===== src/rtl/wdt_pkg.sv =====
`timescale 1ns/1ps
package wdt_pkg;
  // Strobes passed from the register control to the counting datapath.
  typedef struct packed {
    logic       run;    // watchdog enabled
    logic       clear;  // hold the counter at zero this cycle
    logic [2:0] presc;  // timeout select
  } wdtStrobes_t;

  localparam int SEL_W = 3;
  localparam int SEL_N = 1 << SEL_W;
endpackage


===== src/rtl/wdt_ctrl.sv =====
`timescale 1ns/1ps
module wdt_ctrl
  import wdt_pkg::*;
#(
  parameter int CHG_WINDOW = 4
) (
  input  logic        clk,
  input  logic        chipRst,
  input  logic        strapAlwaysOn,
  input  logic        kick,
  input  logic        wrEn,
  input  logic [4:0]  wrField,
  output wdtStrobes_t strobes,
  output logic [7:0]  rdData
);
  localparam int WIN_W = $clog2(CHG_WINDOW + 1);

  logic [WIN_W-1:0]  chgLeft;
  logic              enable;
  logic [SEL_W-1:0]  presc;
  logic              chgActive;

  assign chgActive = (chgLeft != '0);

  always_ff @(posedge clk) begin
    if (chipRst) begin
      chgLeft <= '0;
      enable  <= strapAlwaysOn;
      presc   <= '0;
    end else begin
      if (wrEn) begin
        chgLeft <= wrField[4] ? WIN_W'(CHG_WINDOW) : '0;
        if (wrField[3]) begin
          enable <= 1'b1;
        end else if (chgActive && !strapAlwaysOn) begin
          enable <= 1'b0;
        end
        if (chgActive) begin
          presc <= wrField[2:0];
        end
      end else if (chgActive) begin
        chgLeft <= chgLeft - 1'b1;
      end
      if (strapAlwaysOn) begin
        enable <= 1'b1;
      end
    end
  end

  assign strobes.run   = enable;
  assign strobes.clear = kick | ~enable;
  assign strobes.presc = presc;
  assign rdData        = {3'b000, chgActive, enable, presc};
endmodule


===== src/rtl/wdt_count.sv =====
`timescale 1ns/1ps
module wdt_count
  import wdt_pkg::*;
#(
  parameter int BASE_TICKS = 16,
  parameter int CNT_W      = 12
) (
  input  logic        clk,
  input  logic        chipRst,
  input  logic        tickEn,
  input  wdtStrobes_t strobes,
  output logic        rstReq
);
  logic [CNT_W-1:0] limTab [SEL_N];
  logic [CNT_W-1:0] count;
  logic [CNT_W-1:0] limit;

  for (genvar g = 0; g < SEL_N; g++) begin : g_lim
    assign limTab[g] = CNT_W'(BASE_TICKS) << g;
  end

  assign limit = limTab[strobes.presc];

  always_ff @(posedge clk) begin
    if (chipRst) begin
      count  <= '0;
      rstReq <= 1'b0;
    end else begin
      rstReq <= 1'b0;
      if (strobes.clear) begin
        count <= '0;
      end else if (strobes.run && tickEn) begin
        if (count >= limit - 1'b1) begin
          count  <= '0;
          rstReq <= 1'b1;
        end else begin
          count <= count + 1'b1;
        end
      end
    end
  end
endmodule


===== src/rtl/wdt_guard.sv =====
`timescale 1ns/1ps
module wdt_guard
  import wdt_pkg::*;
#(
  parameter int BASE_TICKS = 16,
  parameter int CHG_WINDOW = 4
) (
  input  logic       clk,
  input  logic       chipRst,
  input  logic       strapAlwaysOn,
  input  logic       tickEn,
  input  logic       kick,
  input  logic       wrEn,
  input  logic [7:0] wrData,
  output logic [7:0] rdData,
  output logic       rstReq
);
  localparam int CNT_W = $clog2(BASE_TICKS) + SEL_N;

  wdtStrobes_t strobes;
  wire unusedHiBits = ^wrData[7:5];

  wdt_ctrl #(.CHG_WINDOW(CHG_WINDOW)) u_ctrl (
    .clk          (clk),
    .chipRst      (chipRst),
    .strapAlwaysOn(strapAlwaysOn),
    .kick         (kick),
    .wrEn         (wrEn),
    .wrField      (wrData[4:0]),
    .strobes      (strobes),
    .rdData       (rdData)
  );

  wdt_count #(.BASE_TICKS(BASE_TICKS), .CNT_W(CNT_W)) u_count (
    .clk    (clk),
    .chipRst(chipRst),
    .tickEn (tickEn),
    .strobes(strobes),
    .rstReq (rstReq)
  );
endmodule


===== config.mk =====
export PLATFORM = sky130hd
export DESIGN_NAME = wdt_guard
export DESIGN_NICKNAME = d
export VERILOG_FILES = /design/src/rtl/wdt_pkg.sv /design/src/rtl/wdt_ctrl.sv /design/src/rtl/wdt_count.sv /design/src/rtl/wdt_guard.sv
export SDC_FILE = /design/constraint.sdc
export NUM_CORES = 1
export LEC_CHECK = 0
export ABC_AREA = 1
export ABC_CLOCK_PERIOD_IN_PS = 2700
export BUFFER_PORTS_ARGS = -buffer_cell sky130_fd_sc_hd__buf_4
export CAP_MARGIN = 40
export CORE_MARGIN = 2
export CORE_UTILIZATION = 50
export DETAILED_ROUTE_END_ITERATION = 6
export PLACE_DENSITY = 0.78
export SLEW_MARGIN = 20
export SYNTH_ARGS = -nofsm -noshare
export SYNTH_HDL_FRONTEND = slang
export SYNTH_SLANG_ARGS = --single-unit

===== constraint.sdc =====
create_clock -name clk -period 2.7 [get_ports clk]
set_input_delay 0.27 -clock clk [delete_from_list [all_inputs] [get_ports clk]]
set_output_delay 0.27 -clock clk [all_outputs]
set_load 0.02 [all_outputs]

Word-level counts from Yosys, hierarchy flattened
Memory sizes are Yosys's and may differ from the RTL's.
Index checks and enable logic that the tools add are counted.
{"block": "word_totals", "mem_bits_rw": 0, "romBits": 96, "memories": 1, "latchBits": 0, "input_bits": 14, "out_inout_bits": 9, "reg_bits": 20, "elab_cells": 38}
{"block": "op_classes", "n_reduce_logical": 11, "n_shift": 0, "n_eq_ne": 0, "bitwise_logic": 4, "add_sub_neg": 3, "div": 0, "n_mul": 0, "muxes": 12, "n_lt_le_gt_ge": 2}
{"name": "(no name shown)", "words": 8, "word_bits": 12, "rd": 1, "rd_clocked_by_memory_dff": 0, "write_ports": 0, "line": "wdt_count.sv:22", "source": "assign limit = limTab[strobes.presc];"}
{"op": "12-bit two-way mux", "n": 3}
{"op": "12-bit by 1-bit adder with 12-bit output (second input constant)", "n": 1}
{"op": "12-bit >= comparator", "n": 1}
{"op": "12-bit by 1-bit subtractor with 12-bit output (second input constant)", "n": 1}
{"op": "3-bit two-way mux", "n": 3}
{"op": "1-bit two-way mux", "n": 6}
{"op": "3-bit nonzero test", "n": 2}
{"op": "4-bit >= comparator (second input constant)", "n": 1}
{"op": "3-bit NOT with 4-bit output", "n": 1}
{"op": "2-bit AND reduction", "n": 2}
{"op": "4-bit nonzero test", "n": 1}
{"op": "3-bit OR reduction", "n": 1}
{"op": "3-bit by 1-bit subtractor with 3-bit output (second input constant)", "n": 1}
{"op": "1-bit logical AND", "n": 2}
{"op": "1-bit NOT", "n": 2}
{"op": "2-bit nonzero test", "n": 1}
{"op": "2-bit OR reduction", "n": 1}
{"op": "1-bit zero test", "n": 1}
{"op": "1-bit OR", "n": 1}

Depth between registers and ports, before layout
Gate-level depths: netlist (run 1).
{"block": "depth", "depth_word": 7, "mapped_depth": 12, "ltp_nobuf": 11}

By module
From an unflattened synthesis (run 1), not the netlist that was laid out.
{"block": "hier_totals", "cells_unflattened": 184, "area_unflattened_um2": 1310.0}
{"mod": "wdt_count", "area_per_inst_um2": 867.1, "cells_per_inst": 120, "seq_area_each_um2": 260.2, "n_inst": 1}
{"mod": "wdt_ctrl", "area_per_inst_um2": 442.9, "cells_per_inst": 64, "seq_area_each_um2": 150.1, "n_inst": 1}

Worst setup path before layout (run 1)
No wires, ideal clock.
{"block": "synth_timing", "path_type": "register -> register", "from": "reg u_ctrl.presc[1]", "to": "reg u_count.count[8]", "path_stages_with_launch": 11, "slack_ns": 1.050, "arrival_time_ns": 1.533, "t_required_ns": 2.583, "synth_period_minus_slack_ns": 1.650, "setup_ns": 0.117, "path_buffers": 1, "cell_sequence": "dfxtp_1 nand3_1 ha_1 nand2_1 nor2_1 nand3_1 nand3_1 nand2_2 nand2_2 buf_6 nor2_1"}
{"block": "synth_via", "elab_chain_cells": 7}
{"element": "start, declared", "line": "wdt_ctrl.sv:20", "source": "logic [SEL_W-1:0] presc;"}
{"element": "start signal, assigned", "line": "wdt_ctrl.sv:39", "source": "presc <= wrField[2:0];"}
{"element": "3-bit NOT with 4-bit output (not written as such)", "line": "wdt_count.sv:22"}
{"element": "memory 8 x 12 bit"}
{"element": "12-bit two-way mux (not written as such) (2 in series)", "line": "wdt_count.sv:22"}
{"element": "12-bit by 1-bit subtractor with 12-bit output", "line": "wdt_count.sv:33", "source": "if (count >= limit - 1'b1) begin"}
{"element": "12-bit >= comparator", "line": "wdt_count.sv:33"}
{"element": "12-bit two-way mux", "line": "wdt_count.sv:33"}
{"element": "end signal, assigned", "line": "wdt_count.sv:37", "source": "count <= count + 1'b1;"}
{"element": "end, declared", "line": "wdt_count.sv:15", "source": "logic [CNT_W-1:0] count;"}
Every way passes these cells. The select of a mux whose other input is x is not followed.
A chain may end at the register's enable or synchronous reset.

Worst setup path after layout (run 1)
{"block": "layout_timing", "from": "reg u_ctrl.presc[1]", "to": "reg u_count.count[6]"}
Same word-level chain as after synthesis.

==> out/metrics.cfg, run 1 <==
[global_route]
grt_max_degree = 13
antenna_found_initial = 0
grt_overflow = 0
grt_pass1_vias = 895
grt_first_pass_wirelength_mm = 3.560
track_usage_pct = 16.39

[critical_path]
cp_max_fo = 11
critical-path-top-delay-family = simple AND/OR/NAND/NOR gates
slowest_stage = dfxtp_1
cp_data_required_time_ns = 2.89
crit_type = reg2reg
crit_path_max_incr_delay_ns = 0.47
cp_common_cell = nand3_1
worstSetupStartpointType = register
endpoint_kind = register
crit_chain = nand3_1 -> ha_1 -> nand2_1 -> nor2_1 -> nand3_1 -> nand3_1 -> nand2_2 -> nand2_2 -> nor2_1
cp_num_buf_inv = 0
arrival_ns = 1.91

[finish]
drive_above_1_share_pct = 16.75
fin_cells = 221
nNetsFinal = 217
final_cell_mix = nand2_1, nor2_1, inv_1
final_common_cell = nand2_1
antenna_cells = 0
syn_to_final_growth_pct = 13.23

[clocking]
cts_inserted_buffers = 3
clock_path_buffers = 2
cts_root_buffer = clkbuf_4
htreeDepth = 1
cts_resized = 0
post-cts-setup-buffers = 0
clock-sinks = 20
tritoncts = done
clock_latency_ns = 0.30
hold_buffers = 0
clkSlewWorstSetupHoldPaths_ns = 0.12

[die]
start_util_pct = 51.40
die-area_um2 = 2892
std_cell_rows = 18
fp.coreArea_um2 = 2410
die_w_um = 53.78
die_h_um = 53.78
ios = 23

[timing]
final_hold_viol_count = 0
slew_violations = 0
max_clock_freq_mhz = 581.3
timing.setup.tns_ns = 0
setup_violations = 0
period_needed_ns = 1.720
clock_skew_ns = 0.006707
timing.final.crit_share_pct = 63.72
rsz0062_at_grt = no

[pwr]
total_power_w = 0.0006507
p_int_w = 0.0004721
p_per_area_nw_per_um2 = 463.9
vdd_drop_max_uv = 316.7
p_leak_nw = 0.6344
pwr-share-comb_pct = 18.7
seq_power_share_pct = 49.5
clkPwrFrac_pct = 31.7
switching_share_pct = 27.45
power.switching_w = 0.0001786

[placement]
globalplace.congestion = 0.8594
port_buffers = 16
place_inst = 217
hpwl_mm = 1.832

[synth]
synth_cells = 175
yosysUniqueCellTypes = 27
yosys.area.top_type_share_pct = 30.71
synth_area_um2 = 1239
synth_seq_area_share_pct = 33.13
synth_area_leader_cell = dfxtp_1
ys_top_cells_by_area = dfxtp_1, nand2_1, ha_1
ys_ff_latch = 20
synth_warnings = 0
avgSynthCellArea_um2 = 7.078

[outcome]
run_status = completed

[hold_path]
hold_path.class = in2reg

[drt]
num_vias = 1079
remaining_drc_errors = 0
detail_route.wl_per_cell_um = 9.964
drtAntennaViolNets = 0
routed_wl_mm = 2.202
drtIter0Drc = 18
via_per_inst = 4.882
drt_first_pass_iters = 4

[run]
cap_violations = 0

metrics by stage:
| step | worst slack, ns | utilization, % | hold slack, ns | area [um^2] |
|---|---|---|---|---|
| detailed placement | 0.9776 | 56.23 | 0.4550 | 1355 |
| floorplan | 1.050 | - | 0.4350 | 1246 |
| global route | 0.7746 | 58.20 | 0.2036 | 1403 |
| global placement | 1.030 | 56.23 | 0.4498 | 1355 |
| finish | 0.9797 | 58.20 | 0.2073 | 1403 |
| CTS | 0.9507 | 58.20 | 0.2019 | 1403 |
cell usage after synthesis, drive strengths merged:
library cell / number
conb: 2
a21oi: 5
nor3: 4
nor2: 33
buf: 6
inv: 23
edfxtp: 1
a221oi: 1
o21bai: 2
dfxtp: 19
o21ai: 8
xor2: 4
ha: 11
nand2: 43
nand3b: 1
nand3: 8
a21o: 2
or2: 1
o2111ai: 1
tightest hold or removal path, cell delays in order:
cell and delay, ns:
buf_4 0.08, nor2_1 0.03, nand2_1 0.06, nor2_1 0.04
cells by family (layout without fill, tap and decap cells):
logic type | after synthesis | count (layout) | synth area share (%)
xor+xnor | 4 | 4 | 2.828
flops | 20 | 20 | 33.13
buf+inv | 29 | 43 | 10.91
other cells | 2 | 4 | 0.6063
compound gates | 19 | 19 | 9.192
fa+ha+maj | 11 | 11 | 11.11
simple gates | 90 | 90 | 32.22
flip-flops by register name, summed over array words and instances, names as in the netlist:
name	count
u_count.rstReq	1
u_ctrl.enable	1
u_count.count	12
u_ctrl.presc	3
u_ctrl.chgLeft	3
layer usage:
metal  up-vias  part of all wire (%)  global-route usage [%]
li1        575                     -                       -
met1       483                    48                   21.12
met2        17                    47                   27.64
met3         4                   2.6                   2.778
met5         -                     0                       0
met4         0                   1.5                   5.128
power by group through the flow:
stage	clock, W	sequential, W	combinational (W)
floorplan	0	0.000333	0.0000873
global placement	0	0.000329	0.000118
detailed placement	0	0.000329	0.000123
CTS	0.000211	0.000323	0.000123
global route	0.000225	0.000325	0.000139
finish	0.000207	0.000322	0.000122
path summary, 6_finish.rpt:
check                                         end  cells past startpoint              start  slack, ns
worst max-delay path             u_count.count[6]                      9    u_ctrl.presc[1]       0.98
worst min-delay path               u_count.rstReq                      4               kick       0.21
worst max register to register   u_count.count[6]                      9    u_ctrl.presc[1]       0.98
worst min register to register  u_ctrl.chgLeft[1]                      2  u_ctrl.chgLeft[1]       0.47
area by class of cell:
cell class / instances / area [um^2]
clock buffers: 4 / 47.55
flip-flops and latches: 20 / 410.4
fillers: 218 / 1007
well taps: 30 / 37.54
inverters: 23 / 86.33
repair buffers: 16 / 120.1
multi-input cells: 128 / 700.7
No activity file was read; power rests on OpenSTA's default activity.
==> run 2, diff against run 1 <==
--- a/config.mk
+++ b/config.mk
@@ -6,7 +6,7 @@
 export NUM_CORES = 1
 export LEC_CHECK = 0
 export ABC_AREA = 1
-export ABC_CLOCK_PERIOD_IN_PS = 2700
+export ABC_CLOCK_PERIOD_IN_PS = 1700
 export BUFFER_PORTS_ARGS = -buffer_cell sky130_fd_sc_hd__buf_4
 export CAP_MARGIN = 40
 export CORE_MARGIN = 2
==> constraint.sdc (replaced) <==
create_clock -name clk -period 1.7 [get_ports clk]
set_input_delay 0.17 -clock clk [delete_from_list [all_inputs] [get_ports clk]]
set_output_delay 0.17 -clock clk [all_outputs]
set_load 0.02 [all_outputs]
==> run 2 against run 1 <==
Compared with the run above: non-clock buffer count grew 2; clock power is 91% higher; total power grew 71%; register-to-register slack got worse by 0.85 ns; clock skew fell by 0.0014 ns; global-route usage is 0.98 points higher; critical path depth unchanged; worst setup slack worse by 0.85 ns; critical path type unchanged; largest cell class unchanged; highest routed layer unchanged.
==> out/metrics.cfg, run 2 (synthesis gave the netlist of run 1 again) <==
[outcome]
run_status = completed

[drt]
via_per_inst = 4.928  ; +0.94%
remaining_drc_errors = 0  ; unchanged
num_vias = 1099  ; +1.9%
drtIter0Drc = 17  ; -1
routed_wl_mm = 2.283  ; +3.7%
drt_first_pass_iters = 4  ; unchanged
drtAntennaViolNets = 0  ; unchanged
detail_route.wl_per_cell_um = 10.24  ; +2.7%

[die]
std_cell_rows = 18  ; unchanged
die-area_um2 = 2892  ; unchanged
fp.coreArea_um2 = 2410  ; unchanged
ios = 23  ; unchanged
die_w_um = 53.78  ; unchanged
start_util_pct = 51.40  ; unchanged
die_h_um = 53.78  ; unchanged

[finish]
fillers = 208  ; -4.6%
final_cell_mix = nand2_1, nor2_1, inv_1
top_regs = u_count.count (12), u_ctrl.chgLeft (3), u_ctrl.presc (3)
fin_util_pct = 59.61  ; +1.4 points
antenna_cells = 0  ; unchanged
nNetsFinal = 219  ; +0.92%
final_area_um2 = 1436  ; +2.4%
final_common_cell = nand2_1
fin_cells = 223  ; +0.90%
largest_reg_flops = 12  ; unchanged
largest-register = u_count.count
syn_to_final_growth_pct = 15.96
drive_above_1_share_pct = 19.17  ; +2.4 points

[critical_path]
rr_worst_depth = 9  ; unchanged
crit_type = reg2reg
worstSetupStartpointType = register
slowest_stage = dfxtp_2
path_depth = 9  ; unchanged
r2r_start = u_ctrl.presc[0]
cp-startpoint = u_ctrl.presc[0]
endpoint_kind = register
arrival_ns = 1.78  ; -0.13 ns
crit_chain = nand3_1 -> ha_1 -> nand2_1 -> nor2_1 -> nand3_1 -> nand3_1 -> nand2_2 -> nand2_4 -> nor2_1
r2r_setup_slack_ns = 0.13  ; -0.85 ns
cp_max_fo = 11  ; unchanged
crit_path_max_incr_delay_ns = 0.39  ; -0.08 ns
cp_num_buf_inv = 0  ; unchanged
reg2reg_to = u_count.count[6]
cp_common_cell = nand3_1
critical-path-top-delay-family = simple AND/OR/NAND/NOR gates
cp_data_required_time_ns = 1.91  ; -0.98 ns

[hold_path]
holdPathStages = 4  ; unchanged
holdPathEnd = u_count.rstReq
hp-start = kick
hold_path.class = in2reg

[clocking]
clkSlewWorstSetupHoldPaths_ns = 0.12  ; about the same
cts_root_buffer = clkbuf_4
hold_buffers = 0  ; unchanged
tritoncts = done
clock_latency_ns = 0.31  ; about the same
cts_inserted_buffers = 3  ; unchanged
clock_path_buffers = 2  ; unchanged
clock-sinks = 20  ; unchanged
htreeDepth = 1  ; unchanged
post-cts-setup-buffers = 0  ; unchanged

[global_route]
grt_overflow = 0  ; unchanged
track_usage_pct = 17.37  ; +0.98 points
grt_pass1_vias = 932  ; +4.1%
antenna_found_initial = 0  ; unchanged
grt_first_pass_wirelength_mm = 3.691  ; +3.7%
grt_max_degree = 13  ; unchanged

[placement]
port_buffers = 16  ; unchanged
place_inst = 219  ; +0.92%
hpwl_mm = 1.873  ; +2.2%
globalplace.congestion = 0.8600  ; about the same
post_dp_cell_area_um2 = 1370  ; +1.1%

[timing]
setup_violations = 0  ; unchanged
slew_violations = 0  ; unchanged
clock_skew_ns = 0.005260  ; -0.001448 ns
max_clock_freq_mhz = 638.5  ; +9.9%
rsz0062_at_grt = no
period_needed_ns = 1.566  ; -0.1543 ns
timing.final.crit_share_pct = 92.12  ; +28 points
final_hold_viol_count = 0  ; unchanged

[pwr]
p_per_area_nw_per_um2 = 772.6  ; +67%
vdd_drop_max_uv = 726.4  ; +130%
p_leak_nw = 0.6496  ; +2.4%

[run]
cap_violations = 0  ; unchanged

-- run 2: changes by cell type in the layout (fill, tap and decap cells not counted), sizes merged --
cell    delta
buf        +2
bufinv     +1
clkbuf     -1
-- run 2: metrics by stage --
| step | total power (W) | setup WS [ns] | hold WS [ns] | TNS, ns |
|---|---|---|---|---|
| 3_3_place_gp | 0.0007140 | 0.02234 | 0.4268 | 0 |
| 5_1_grt | 0.001163 | 0.01384 | 0.1091 | 0 |
| 4_1_cts | 0.001114 | 0.01407 | 0.1051 | 0 |
| 2_1_floorplan | 0.0006679 | 0.04956 | 0.3350 | 0 |
| 3_5_place_dp | 0.0007220 | -0.02082 | 0.4382 | -0.1621 |
| 6_report | 0.001110 | 0.1339 | 0.1054 | 0 |
-- run 2: worst min-delay path, cell delays in order --
cell,delay [ns]
buf_4,0.08
nor2_1,0.03
nand2_1,0.06
nor2_1,0.05
-- run 2: final cells by class --
cell class	count	area, um^2	share of cell area, %
Tap cell	30	37.54	2.613
Clock inverter	1	30.03	2.091
Multi-Input combinational cell	128	705.7	49.13
Sequential cell	20	419.2	29.18
Timing Repair Buffer	18	135.1	9.408
Inverter	23	86.33	6.010
Clock buffer	3	22.52	1.568
-- run 2: worst max path at each step --
stage                     slack (ns)               end
after detailed placement       -0.02  u_count.count[6]
after floorplan                 0.05  u_count.count[8]
final                           0.13  u_count.count[6]
after CTS                       0.01  u_count.count[6]
after global placement          0.02  u_count.count[6]
after global routing            0.01  u_count.count[8]
-- run 2: power breakdown --
group	total (W)	switching, W	internal, W
logic	0.000201	0.000118	0.0000831
clock network	0.000395	0.000157	0.000238
registers	0.000513	0.0000200	0.000493
-- run 2: repair_timing --
| item | CTS | global route |
|---|---|---|
| pin swaps | 0 | 0 |
| endpoints found under the setup margin | 11 | 11 |
| endpoints found under the hold margin | 0 | 0 |
| resized for setup | 2 | 4 |
-- run 2: layer usage --
metal	share of wire [%]	vias up	wire [um]	track usage, %
li1	-	580	-	-
met1	46	493	1057	21.48
met2	49	20	1119	29.47
met3	2.6	6	59	2.500
met4	2.1	0	47	8.120
met5	0	-	0	0
